===== config.mk =====
export PLATFORM = sky130hd
export DESIGN_NAME = delayed_read_leadoff
export DESIGN_NICKNAME = d
export VERILOG_FILES = /design/src/rtl/leadoff_pkg.sv /design/src/rtl/leadoff_age_tracker.sv /design/src/rtl/leadoff_thresh_reg.sv /design/src/rtl/leadoff_fsm.sv /design/src/rtl/delayed_read_leadoff.sv
export SDC_FILE = /design/constraint.sdc
export NUM_CORES = 1
export LEC_CHECK = 0
export ABC_CLOCK_PERIOD_IN_PS = 2400
export CAP_MARGIN = 20
export CORE_UTILIZATION = 28
export DETAILED_ROUTE_END_ITERATION = 10
export HOLD_SLACK_MARGIN = 0.05
export PLACE_DENSITY_LB_ADDON = 0.12
export RECOVER_POWER = 50
export SLEW_MARGIN = 20
export SYNTH_ARGS = -nofsm -noshare
export SYNTH_HDL_FRONTEND = slang
export SYNTH_HIERARCHICAL = 1
export SYNTH_SLANG_ARGS = --single-unit

===== constraint.sdc =====
create_clock -name clk -period 2.4 [get_ports clk]
set_input_delay 0.24 -clock clk [delete_from_list [all_inputs] [get_ports clk]]
set_output_delay 0.24 -clock clk [all_outputs]
set_load 0.005 [all_outputs]

===== src/rtl/leadoff_pkg.sv =====
package leadoff_pkg;

    typedef enum logic [1:0] {
        ST_IDLE,
        ST_WAIT,
        ST_GRANT,
        ST_RETRY
    } leadoff_state_e;

endpackage


===== src/rtl/leadoff_age_tracker.sv =====
module leadoff_age_tracker #(
    parameter int AGE_W = 6
) (
    input  logic             clk,
    input  logic             rst_n,
    input  logic             enq,
    input  logic             clear,
    output logic             pending,
    output logic [AGE_W-1:0] age
);

    localparam logic [AGE_W-1:0] AGE_MAX = '1;
    localparam logic [AGE_W-1:0] AGE_ONE = AGE_W'(1);

    always_ff @(posedge clk or negedge rst_n) begin
        if (!rst_n) begin
            pending <= 1'b0;
            age     <= '0;
        end else if (clear) begin
            pending <= 1'b0;
            age     <= '0;
        end else if (enq && !pending) begin
            pending <= 1'b1;
            age     <= AGE_ONE;
        end else if (pending && (age != AGE_MAX)) begin
            age     <= age + AGE_ONE;
        end
    end

    AST_AGE_STARTS_AT_ONE: assert property (@(posedge clk) disable iff (!rst_n)
        $rose(pending) |-> age == AGE_ONE);

    AST_AGE_SATURATES: assert property (@(posedge clk) disable iff (!rst_n)
        (pending && age == AGE_MAX && !clear) |=> age == AGE_MAX);

    AST_ENQ_IGNORED: assert property (@(posedge clk) disable iff (!rst_n)
        (pending && enq && !clear) |=> (pending && age >= $past(age)));

endmodule


===== src/rtl/leadoff_thresh_reg.sv =====
module leadoff_thresh_reg #(
    parameter int AGE_W      = 6,
    parameter int THRESH_RST = 18
) (
    input  logic             clk,
    input  logic             rst_n,
    input  logic             we,
    input  logic [AGE_W-1:0] din,
    output logic [AGE_W-1:0] thresh
);

    localparam logic [AGE_W-1:0] RST_VAL = AGE_W'(THRESH_RST);

    always_ff @(posedge clk or negedge rst_n) begin
        if (!rst_n) begin
            thresh <= RST_VAL;
        end else if (we) begin
            thresh <= din;
        end
    end

    AST_THRESH_LOAD: assert property (@(posedge clk) disable iff (!rst_n)
        we |=> thresh == $past(din));

endmodule


===== src/rtl/leadoff_fsm.sv =====
module leadoff_fsm
    import leadoff_pkg::*;
#(
    parameter int AGE_W   = 6,
    parameter int MAX_LAT = 16
) (
    input  logic             clk,
    input  logic             rst_n,
    input  logic             frame_start,
    input  logic             data_ready,
    input  logic             pending,
    input  logic [AGE_W-1:0] age,
    input  logic [AGE_W-1:0] thresh,
    output logic             complete,
    output logic             busy,
    output logic             trdy_n,
    output logic             stop_n
);

    localparam int               LAT_W = $clog2(MAX_LAT);
    localparam logic [LAT_W-1:0] WLAST = LAT_W'(MAX_LAT - 1);
    localparam logic [LAT_W-1:0] WONE  = LAT_W'(1);

    leadoff_state_e   state, nxt;
    logic [LAT_W-1:0] wcnt, wcnt_nxt;
    logic             late_miss;

    assign late_miss = pending && !data_ready && (thresh != '0) && (age >= thresh);

    always_comb begin
        nxt      = state;
        wcnt_nxt = wcnt;
        unique case (state)
            ST_IDLE: begin
                if (frame_start) begin
                    if (pending && data_ready) begin
                        nxt = ST_GRANT;
                    end else if (late_miss) begin
                        nxt      = ST_WAIT;
                        wcnt_nxt = WONE;
                    end else begin
                        nxt = ST_RETRY;
                    end
                end
            end
            ST_WAIT: begin
                if (data_ready) begin
                    nxt = ST_GRANT;
                end else if (wcnt == WLAST) begin
                    nxt = ST_RETRY;
                end else begin
                    wcnt_nxt = wcnt + WONE;
                end
            end
            ST_GRANT: nxt = ST_IDLE;
            ST_RETRY: nxt = ST_IDLE;
            default:  nxt = ST_IDLE;
        endcase
    end

    always_ff @(posedge clk or negedge rst_n) begin
        if (!rst_n) begin
            state <= ST_IDLE;
            wcnt  <= '0;
        end else begin
            state <= nxt;
            wcnt  <= wcnt_nxt;
        end
    end

    always_ff @(posedge clk or negedge rst_n) begin
        if (!rst_n) begin
            trdy_n <= 1'b1;
            stop_n <= 1'b1;
        end else begin
            trdy_n <= (nxt != ST_GRANT);
            stop_n <= (nxt != ST_RETRY);
        end
    end

    assign complete = (nxt == ST_GRANT) && (state != ST_GRANT);
    assign busy     = (state != ST_IDLE);

    AST_STROBES_EXCLUSIVE: assert property (@(posedge clk) disable iff (!rst_n)
        !(!trdy_n && !stop_n));

    AST_DATA_AT_START: assert property (@(posedge clk) disable iff (!rst_n)
        (state == ST_IDLE && frame_start && pending && data_ready) |=> !trdy_n);

    AST_EARLY_RETRY: assert property (@(posedge clk) disable iff (!rst_n)
        (state == ST_IDLE && frame_start && pending && !data_ready && age < thresh)
        |=> !stop_n);

    AST_WAIT_DATA: assert property (@(posedge clk) disable iff (!rst_n)
        (state == ST_WAIT && data_ready) |=> (!trdy_n && stop_n));

    AST_ZERO_NO_WAIT: assert property (@(posedge clk) disable iff (!rst_n)
        (state == ST_IDLE && frame_start && thresh == '0) |=> state != ST_WAIT);

    AST_NONE_PENDING: assert property (@(posedge clk) disable iff (!rst_n)
        (state == ST_IDLE && frame_start && !pending) |=> !stop_n);

    AST_ONE_CLOCK_STROBE: assert property (@(posedge clk) disable iff (!rst_n)
        (!trdy_n || !stop_n) |=> (trdy_n && stop_n));

endmodule


===== src/rtl/delayed_read_leadoff.sv =====
module delayed_read_leadoff #(
    parameter int AGE_W      = 6,
    parameter int THRESH_RST = 18,
    parameter int MAX_LAT    = 16
) (
    input  logic             clk,
    input  logic             rst_n,
    input  logic             enq_pulse,
    input  logic             discard,
    input  logic             data_ready,
    input  logic             frame_start,
    input  logic             thresh_we,
    input  logic [AGE_W-1:0] thresh_din,
    output logic             trdy_n,
    output logic             stop_n
);

    localparam int BND_W = $clog2(MAX_LAT + 1);

    logic             pending;
    logic [AGE_W-1:0] age;
    logic [AGE_W-1:0] thresh;
    logic             complete;
    logic             busy;
    logic             clear;

    assign clear = complete || discard;

    leadoff_age_tracker #(.AGE_W(AGE_W)) u_age (
        .clk     (clk),
        .rst_n   (rst_n),
        .enq     (enq_pulse),
        .clear   (clear),
        .pending (pending),
        .age     (age)
    );

    leadoff_thresh_reg #(.AGE_W(AGE_W), .THRESH_RST(THRESH_RST)) u_thr (
        .clk    (clk),
        .rst_n  (rst_n),
        .we     (thresh_we),
        .din    (thresh_din),
        .thresh (thresh)
    );

    leadoff_fsm #(.AGE_W(AGE_W), .MAX_LAT(MAX_LAT)) u_fsm (
        .clk         (clk),
        .rst_n       (rst_n),
        .frame_start (frame_start),
        .data_ready  (data_ready),
        .pending     (pending),
        .age         (age),
        .thresh      (thresh),
        .complete    (complete),
        .busy        (busy),
        .trdy_n      (trdy_n),
        .stop_n      (stop_n)
    );

    // Lead-off bound watcher: counts clocks from an accepted start to its strobe.
    logic             bnd_open;
    logic [BND_W-1:0] bnd_cnt;

    always_ff @(posedge clk or negedge rst_n) begin
        if (!rst_n) begin
            bnd_open <= 1'b0;
            bnd_cnt  <= '0;
        end else if (frame_start && !busy) begin
            bnd_open <= 1'b1;
            bnd_cnt  <= BND_W'(1);
        end else if (bnd_open && (!trdy_n || !stop_n)) begin
            bnd_open <= 1'b0;
        end else if (bnd_open && bnd_cnt != '1) begin
            bnd_cnt  <= bnd_cnt + BND_W'(1);
        end
    end

    AST_LEADOFF_BOUND: assert property (@(posedge clk) disable iff (!rst_n)
        bnd_open |-> bnd_cnt <= BND_W'(MAX_LAT));

    AST_RESET_STROBES: assert property (@(posedge clk) disable iff (!rst_n)
        $rose(rst_n) |-> (trdy_n && stop_n));

endmodule


==> results.py <==
metrics = {
    "outcome": {
        "status": "finished clean",
    },
    "synth": {
        "syn_area_per_cell_um2": 10.4,
        "synth.yosys.warnings": 6,
        "synth-edff-count": 0,
        "synthFlopType": "dfrtp_1",
        "ys_seq_elements": 21,
        "ys_types": 38,
        "synth_area_mm2": 0.00127,
        "async_reset_ff_share_pct": 100,
        "syn_nets": 143,
        "syn_inst": 122,
        "yosysSeqAreaShare_pct": 41.7,
    },
    "clock_network": {
        "root_buffer": "clkbuf_8",
        "hold_buffers": 0,
        "clock_sinks": 21,
        "insertion_delay_ns": 0.26,
        "cts_tree": "built",
        "post_cts_resized": 0,
        "cts_htree_levels": 1,
        "ctsLongestPathBuffers": 2,
        "cts.clk_slew.worst_paths_ns": 0.09,
        "numCtsBuffers": 3,
        "cts_setup_buffers": 0,
    },
    "sta": {
        "drv_slew": 0,
        "finalHoldViolCount": 0,
        "worst_slew_pin_slew_ns": 1.20,
        "slew_headroom_pct": 20.3,
        "finalSetupViolCount": 0,
        "finalWorstSetupSlack_ns": 0.511,
        "period_needed_ns": 1.89,
        "finalCritPeriodShare_pct": 78.7,
        "hold_ws_ns": 0.540,
        "rsz0062_at_grt": "false",
        "finalSetupTns_ns": 0,
        "clock.fmax_ghz": 0.529,
        "finClkSkew_ns": 0.0131,
    },
    "worst_setup_path": {
        "cp_data_required_time_ns": 2.54,
        "regToRegSetupSlack_ns": 0.51,
        "cp_max_fo": 4,
        "path_cells": "ha_1 > nand3_1 > a31o_2 > nor3_1 > or2_1 > inv_1 > o21ai_1 > nor3_1",
        "critPathKind": "flop to flop",
        "start_kind": "flop",
        "cp_slowest_cell": "dfrtp_1",
        "cp.arrival_ns": 2.03,
        "max_stage_delay_ns": 0.41,
        "end_kind": "flop",
        "path_common_cell": "nor3_1",
        "r2r_cells": 8,
    },
    "placement": {
        "place_ws_ns": 0.452,
        "hpwlAfterDp_um": 1900,
        "port_buffers": 14,
        "gp_congestion": 0.792,
    },
    "global_route": {
        "grt-ovfl-total": 0,
        "grt_pass1_wl_um": 4540,
        "antenna_found_initial": 0,
        "grt_pass1_vias": 1035,
        "grt_use_total_pct": 11.7,
        "grt_max_degree": 22,
    },
    "floorplan": {
        "start_util_pct": 29.2,
        "io_pins": 15,
        "rows": 24,
        "fp.dieH_um": 69.4,
        "die_w_um": 69.4,
        "core_mm2": 0.00435,
        "dieArea_mm2": 0.00481,
    },
    "route": {
        "wl_per_cell_um": 13.2,
        "viasPerCell": 4.97,
        "ant_nets": 0,
        "detailedRoute.firstIterationViolations": 34,
        "wl_um": 2530,
        "drc_errors": 0,
        "dr.pass1.iters": 4,
        "vias": 955,
    },
    "pwr": {
        "p_sw_share_pct": 35.7,
        "p_switching_mw": 0.445,
        "clkPwrFrac_pct": 18.9,
        "p_int_mw": 0.800,
        "peakVddDrop_mv": 0.198,
        "p_leak_nw": 0.661,
        "pwr-share-seq_pct": 44.1,
        "p_per_area_mw_per_mm2": 822,
        "fin_total_pwr_mw": 1.24,
        "comb_power_share_pct": 37.0,
    },
    "layout": {
        "n_antenna_cell": 0,
        "synthToLayoutAreaGrowth_pct": 19.1,
        "final_common_cell": "dfrtp_1",
        "final_cell_mix": "dfrtp_1 (17), inv_1 (16), clkdlybuf4s50_1 (12), a21oi_1 (12), ha_1 (8)",
        "final_nets": 162,
        "drive_gt1_share_pct": 15.7,
    },
    "run": {
        "max_cap_violations": 0,
    },
    "hold_path": {
        "min_path_cells": 1,
        "hp-class": "flop to flop",
    },
}
-- flip-flops by register name, indices dropped and copies added (netlist names) --
signal / cells
u_fsm/state: 2
u_age/age: 6
u_fsm/trdy_n: 1
u_fsm/wcnt: 4
u_fsm/stop_n: 1
u_thr/thresh: 6
u_age/pending: 1
-- power by group through the flow --
stage | Clock (mW) | Sequential, mW | Combinational, mW
global route | 0.266 | 0.567 | 0.523
detailed placement | 0 | 0.556 | 0.463
floorplan | 0 | 0.535 | 0.339
finish | 0.235 | 0.549 | 0.461
global placement | 0 | 0.556 | 0.455
CTS | 0.244 | 0.549 | 0.466
-- final timing paths --
kind | from | to
setup reg to reg | u_fsm/wcnt[0] | u_age/age[2]
hold / removal | u_fsm/state[1] | u_fsm/state[1]
hold reg to reg | u_fsm/state[1] | u_fsm/state[1]
max in group asynchronous | rst_n | u_thr/thresh[2]
min in group asynchronous | rst_n | u_age/age[0]
setup / recovery | u_fsm/wcnt[0] | u_age/age[2]
-- per-layer routing --
layer / part of all wire [%] / GRT usage [%]
met4: 0.67 / 4.54
met3: 3.4 / 2.91
met2: 46 / 19.6
met5: 0 / 0
met1: 50 / 14.4
-- synthesized netlist by cell type, types with 2 or more instances --
| cell type | instances | area share (%) |
|---|---|---|
| dfrtp_1 | 17 | 33 |
| nand4b_1 | 2 | 1.4 |
| nand2b_1 | 4 | 2.0 |
| mux2_4 | 6 | 7.1 |
| o21ai_0 | 4 | 1.6 |
| nand4_1 | 2 | 0.98 |
| a21oi_1 | 12 | 4.7 |
| a211oi_1 | 4 | 2.4 |
| mux2i_1 | 2 | 1.6 |
| ha_1 | 8 | 7.9 |
| dfstp_2 | 4 | 8.3 |
| nor3_1 | 4 | 1.6 |
| nor2_1 | 3 | 0.89 |
| o211ai_1 | 3 | 1.8 |
| nand2_1 | 7 | 2.1 |
| nor3b_1 | 2 | 1.2 |
| and3_1 | 2 | 0.98 |
| inv_1 | 16 | 4.7 |
-- worst max-delay path, delay by kind of cell (launching register included) --
kind                       cells  cell delay [ns]
adders and majority gates      1             0.21
DFF                            1             0.41
buffers and inverters          1             0.08
and+or+nand+nor                4             0.61
AOI/OAI and AO/OA              2             0.46
-- kinds of logic after synthesis --
logic type	synth area share, %
multiplexers	8.66
AO/OA/AOI/OAI	17.8
flip-flops	41.7
adder cells (fa/ha/maj)	7.87
buffers and inverters	6.20
AND/OR/NAND/NOR	17.7
-- through the flow --
step | cells | cell area [um2] | utilization, %
3_5_place_dp | 188 | 1470 | 33.8
2_1_floorplan | 122 | 1270 | -
4_1_cts | 192 | 1520 | 34.9
6_report | 192 | 1510 | 34.8
5_1_grt | 192 | 1510 | 34.8
3_3_place_gp | 188 | 1470 | 33.8
-- layout make-up --
class / instances / area, um2
sequential: 21 / 531
multi-input combinational: 83 / 662
fill: 454 / 2840
tap: 52 / 65.1
clock buffer: 4 / 45.0
inverter: 16 / 60.1
timing repair buffer: 16 / 151
(Power assumes the default switching activity.)
